$ cat src/rtl/netirq_pkg.sv
package netirq_pkg;
  localparam int NET_REGS = 2;
  localparam int STAT_W = 16;

  typedef logic [NET_REGS-1:0][STAT_W-1:0] regs_t;

  typedef struct packed {
    regs_t pullLow;
    regs_t releaseHigh;
  } strobe_t;

  // Slot to status word lookup
  function automatic int slotReg(int slot);
    return slot % NET_REGS;
  endfunction

  // Slot to base bit lookup (every slot starts at bit 0)
  function automatic int slotOffset(int slot);
    return (slot < 0) ? 0 : 0;
  endfunction
endpackage

$ cat src/rtl/netirq_ctrl.sv
module netirq_ctrl
  import netirq_pkg::*;
#(
  parameter int NUM_SLOTS = 2,
  parameter int SLOT_W = 2,
  parameter int PORT_W = 5
) (
  input  logic              clk,
  input  logic              rstN,
  input  logic              setValid,
  input  logic [SLOT_W-1:0] setSlot,
  input  logic [PORT_W-1:0] setPort,
  input  logic              clrValid,
  input  logic [SLOT_W-1:0] clrSlot,
  input  logic [PORT_W-1:0] clrPort,
  output strobe_t           strobe
);

  function automatic regs_t decodeReq(logic v, logic [SLOT_W-1:0] s,
                                      logic [PORT_W-1:0] p);
    regs_t m;
    int pos;
    m = '0;
    if (v && (int'(s) < NUM_SLOTS)) begin
      pos = slotOffset(int'(s)) + int'(p);
      if (pos < STAT_W) begin
        for (int r = 0; r < NET_REGS; r++) begin
          if (r == slotReg(int'(s))) m[r] = STAT_W'(1) << pos;
        end
      end
    end
    return m;
  endfunction

  always_comb begin
    strobe.pullLow     = decodeReq(setValid, setSlot, setPort);
    strobe.releaseHigh = decodeReq(clrValid, clrSlot, clrPort);
  end


  bad_slot_chk: assert property (@(posedge clk) disable iff (!rstN)
    (setValid && int'(setSlot) >= NUM_SLOTS) |-> (strobe.pullLow == '0));


  bad_port_chk: assert property (@(posedge clk) disable iff (!rstN)
    (setValid && int'(setPort) >= STAT_W) |-> (strobe.pullLow == '0));


  single_bit_chk: assert property (@(posedge clk) disable iff (!rstN)
    $countones(strobe.pullLow) <= 1);

endmodule

$ cat src/rtl/netirq_dp.sv
module netirq_dp
  import netirq_pkg::*;
#(
  parameter int ADDR_W = 8,
  parameter int BASE_ADDR = 'h26,
  parameter int ADDR_STRIDE = 2
) (
  input  logic              clk,
  input  logic              rstN,
  input  strobe_t           strobe,
  input  logic [ADDR_W-1:0] rdAddr,
  output logic [STAT_W-1:0] rdData,
  output logic              irqOut
);

  regs_t statusQ;
  logic  irqQ;

  // The drop is applied first, then the raise, so a raise wins on a shared bit
  always_ff @(posedge clk or negedge rstN) begin
    if (!rstN) begin
      statusQ <= '1;
      irqQ    <= 1'b0;
    end else begin
      statusQ <= (statusQ | strobe.releaseHigh) & ~strobe.pullLow;
      irqQ    <= (statusQ != '1);
    end
  end

  always_comb begin
    rdData = '0;
    for (int i = 0; i < NET_REGS; i++) begin
      if (rdAddr == ADDR_W'(BASE_ADDR + i * ADDR_STRIDE)) rdData = statusQ[i];
    end
  end

  assign irqOut = irqQ;


  set_clears_chk: assert property (@(posedge clk) disable iff (!rstN)
    (strobe.pullLow != '0) |=> ((statusQ & $past(strobe.pullLow)) == '0));


  release_chk: assert property (@(posedge clk) disable iff (!rstN)
    (strobe.releaseHigh != '0) |=>
      ((statusQ & ($past(strobe.releaseHigh) & ~$past(strobe.pullLow)))
        == ($past(strobe.releaseHigh) & ~$past(strobe.pullLow))));


  hold_chk: assert property (@(posedge clk) disable iff (!rstN)
    (strobe.pullLow == '0 && strobe.releaseHigh == '0) |=> $stable(statusQ));


  irq_lag_chk: assert property (@(posedge clk) disable iff (!rstN)
    irqOut == ($past(statusQ) != '1));

endmodule

$ cat src/rtl/netirq_agg.sv
module netirq_agg
  import netirq_pkg::*;
#(
  parameter int NUM_SLOTS = 2,
  parameter int SLOT_W = 2,
  parameter int PORT_W = 5,
  parameter int ADDR_W = 8,
  parameter int BASE_ADDR = 'h26,
  parameter int ADDR_STRIDE = 2
) (
  input  logic              clk,
  input  logic              rstN,
  input  logic              setValid,
  input  logic [SLOT_W-1:0] setSlot,
  input  logic [PORT_W-1:0] setPort,
  input  logic              clrValid,
  input  logic [SLOT_W-1:0] clrSlot,
  input  logic [PORT_W-1:0] clrPort,
  input  logic [ADDR_W-1:0] rdAddr,
  output logic [STAT_W-1:0] rdData,
  output logic              irqOut
);

  strobe_t strobe;

  netirq_ctrl #(
    .NUM_SLOTS(NUM_SLOTS),
    .SLOT_W(SLOT_W),
    .PORT_W(PORT_W)
  ) u_ctrl (
    .clk(clk),
    .rstN(rstN),
    .setValid(setValid),
    .setSlot(setSlot),
    .setPort(setPort),
    .clrValid(clrValid),
    .clrSlot(clrSlot),
    .clrPort(clrPort),
    .strobe(strobe)
  );

  netirq_dp #(
    .ADDR_W(ADDR_W),
    .BASE_ADDR(BASE_ADDR),
    .ADDR_STRIDE(ADDR_STRIDE)
  ) u_dp (
    .clk(clk),
    .rstN(rstN),
    .strobe(strobe),
    .rdAddr(rdAddr),
    .rdData(rdData),
    .irqOut(irqOut)
  );

endmodule

$ cat config.mk
export PLATFORM = sky130hd
export DESIGN_NAME = netirq_agg
export DESIGN_NICKNAME = d
export VERILOG_FILES = /design/src/rtl/netirq_pkg.sv /design/src/rtl/netirq_ctrl.sv /design/src/rtl/netirq_dp.sv /design/src/rtl/netirq_agg.sv
export SDC_FILE = /design/constraint.sdc
export NUM_CORES = 1
export LEC_CHECK = 0
export BUFFER_PORTS_ARGS = -buffer_cell sky130_fd_sc_hd__buf_2
export CAP_MARGIN = 0
export CORE_UTILIZATION = 30
export CTS_CLUSTER_SIZE = 28
export DETAILED_ROUTE_END_ITERATION = 10
export PLACE_DENSITY = 0.54
export SETUP_SLACK_MARGIN = 0.5
export SLEW_MARGIN = 20
export SYNTH_ARGS = -nofsm -noshare
export SYNTH_HDL_FRONTEND = slang
export SYNTH_SLANG_ARGS = --single-unit
$ cat constraint.sdc
create_clock -name clk -period 1.1 [get_ports clk]
set_input_delay 0.055 -clock clk [delete_from_list [all_inputs] [get_ports clk]]
set_output_delay 0.055 -clock clk [all_outputs]
set_load 0.05 [all_outputs]
==> results.py <==
metrics = {
    "grt": {
        "grt_overflow": 0,
        "grt_max_degree": 34,
        "grt_pass1_wl_um": 9960,
        "grt_usage_pct": 21.0,
        "grt_pass1_vias": 1902,
        "antenna_found_initial": 0,
    },
    "clock_tree": {
        "worstSkewPairLatency_ns": 0.29,
        "cts_htree_levels": 2,
        "path_clk_slew_ns": 0.07,
        "cts-root-buf": "clkbuf_8",
        "clk_path_buf_depth": 2,
        "cts_buffers": 5,
        "cts.sinks": 33,
        "cts_tree": "yes",
    },
    "setup_path": {
        "required_ns": 1.04,
        "arrival_ns": 1.30,
        "cp-startpoint": "u_dp.statusQ[7]",
        "critical_path.max_fanout": 3,
        "cp-end-kind": "primary output",
        "cp-start-kind": "register",
        "critical_path_class": "reg2out",
        "crit-reg2reg-launch": "u_dp.statusQ[14]",
    },
    "detailed_routing": {
        "post_drt_via_cell_ratio": 5.71,
        "wl_um": 7040,
        "firstDrtPassIters": 5,
        "antenna_left": 0,
        "wl_per_cell_um": 19.3,
        "vias": 2083,
        "drc": 0,
        "drt_iter0_markers": 181,
    },
    "floorplanning": {
        "core_um2": 5990,
        "rows": 28,
        "dieWidth_um": 81.2,
        "dieArea_um2": 6590,
        "start_util_pct": 31.4,
        "die_height_um": 81.2,
        "ioPinCount": 43,
    },
    "synth": {
        "seq_area_frac_synth_pct": 46.0,
        "synth_area_leaders": "dfstp_2 (45%), a21oi_1 (14%), a22oi_1 (6.4%), nor2_1 (3.8%), a31oi_1 (3.3%)",
        "postSynthCellCount": 190,
        "synth_top_cell_by_area": "dfstp_2",
        "ys_seq_elements": 33,
        "synth_common_cells": "a21oi_1 (54), dfstp_2 (32), nor2_1 (19)",
        "ys_warn_count": 0,
        "synth.avg_cell_area_um2": 9.90,
        "yosysMostFrequentCell": "a21oi_1",
        "synth_ff_type": "dfstp_2",
        "synth_area_um2": 1880,
        "ys_types": 30,
        "yosysTopAreaCellShare_pct": 44.7,
        "async_reset_ff_share_pct": 100,
        "synth-edff-count": 0,
        "syn-num-nets": 216,
    },
    "cells_and_area": {
        "diodes": 0,
        "layout-drive-gt1-share_pct": 80.3,
        "final_area_um2": 3460,
        "area_growth_pct": 84.0,
        "num-nets-final": 315,
        "utilization_pct": 57.7,
    },
    "placement": {
        "io_buffers": 42,
        "placed_area_um2": 2560,
        "hpwlAfterDp_um": 4520,
        "dp_slack_ns": -0.221,
        "gp_congestion": 0.871,
    },
    "sta": {
        "hold_violations": 1,
        "fin_crit_ns": 1.35,
        "slew_viol_final": 0,
        "setup_ws_ns": -0.255,
        "tightest_slew_ns": 0.448,
        "setup_viol": 17,
        "period_share_pct": 123,
        "slew_headroom_pct": 70.1,
        "hold-worst-slack_ns": -0.206,
        "rsz0062_at_grt": "true",
        "fmax_mhz": 738,
        "clock_skew_ns": 0.00563,
        "setup_tns_ns": -3.14,
    },
    "pwr": {
        "finalPower_uw": 3740,
        "power_density_nw_per_um2": 1080,
        "peakVddDrop_mv": 0.466,
        "p_leak_uw": 0.00127,
    },
    "job": {
        "maxCapViolCount": 0,
    },
    "run_status": {
        "violations": "negative hold slack, negative setup slack",
        "status": "finished, violations left",
    },
    "worst_hold_path": {
        "hp-class": "in2async",
    },
}
==> layer usage <==
metal  track usage, %  share of wire (%)  up-vias
met5                0                  0        -
met4             10.4                3.3        0
met3             4.61                5.8       29
met2             33.6                 51      108
met1             26.7                 40     1012
li1                 -                  -      934
==> worst paths after layout <==
path                                    end  slack (ns)  depth (start not counted)
max in group asynchronous  u_dp.statusQ[29]        0.97                          2
min in group clk            u_dp.statusQ[0]        0.09                          4
min reg2reg                u_dp.statusQ[29]        0.52                          2
max                               rdData[7]       -0.25                          4
min                             u_dp.irqOut       -0.21                          2
max reg2reg                     u_dp.irqOut       -0.20                          4
==> sequential cells by signal, indices dropped and copies added, names as in the netlist <==
register,flops
u_dp.irqOut,1
u_dp.statusQ,32
==> placed cells by master (no fill, tap or decap), types with 3 or more instances in the layout <==
master	n
buf_6	45
a21oi_2	33
dfstp_2	32
buf_4	26
buf_2	20
a21oi_1	19
a22oi_2	15
nor2_4	13
a31oi_1	8
nand4_1	8
buf_8	8
nor2b_1	6
clkbuf_8	6
nor2_2	4
and3b_1	3
and4bb_1	3
nor3b_2	3
nor4b_4	3
buf_12	3
==> worst max-delay path, cell delays in order, from the launching register on <==
cell and delay (ns):
dfstp_2 0.57, buf_6 0.11, a22oi_2 0.06, nor2_4 0.13, buf_8 0.15
==> logic make-up after synthesis <==
kind of cell / count (synthesis) / synth area share, %
AOI/OAI and AO/OA: 80 / 24.1
and+or+nand+nor: 66 / 26.3
DFF: 33 / 46.0
buffers and inverters: 11 / 3.53
==> what timing repair did <==
action                     CTS  global route
cloned                       0             1
hold endpoints to repair     1             1
setup endpoints to repair   50            50
resized for setup          102            37
buffers inserted            20            11
pin swaps                   24            18
==> stage by stage <==
| stage | hold slack [ns] | std cells |
|---|---|---|
| finish | -0.206 | 365 |
| global route | -0.170 | 365 |
| CTS | -0.199 | 353 |
| detailed placement | 0.102 | 325 |
| global placement | 0.108 | 325 |
| floorplan | -0.241 | 190 |
==> report_power, final <==
group / switching [uW] / internal, uW
logic: 488 / 602
clock network: 451 / 508
registers: 191 / 1500
==> cell type report <==
| type | instances | area [um^2] |
|---|---|---|
| timing repair buffer | 103 | 1010 |
| tap | 75 | 93.8 |
| sequential | 33 | 867 |
| multi-input combinational | 146 | 1400 |
| clock inverter | 1 | 7.51 |
| clock buffer | 7 | 86.3 |
| fill | 468 | 2530 |
No activity file was read; power rests on OpenSTA's default activity.
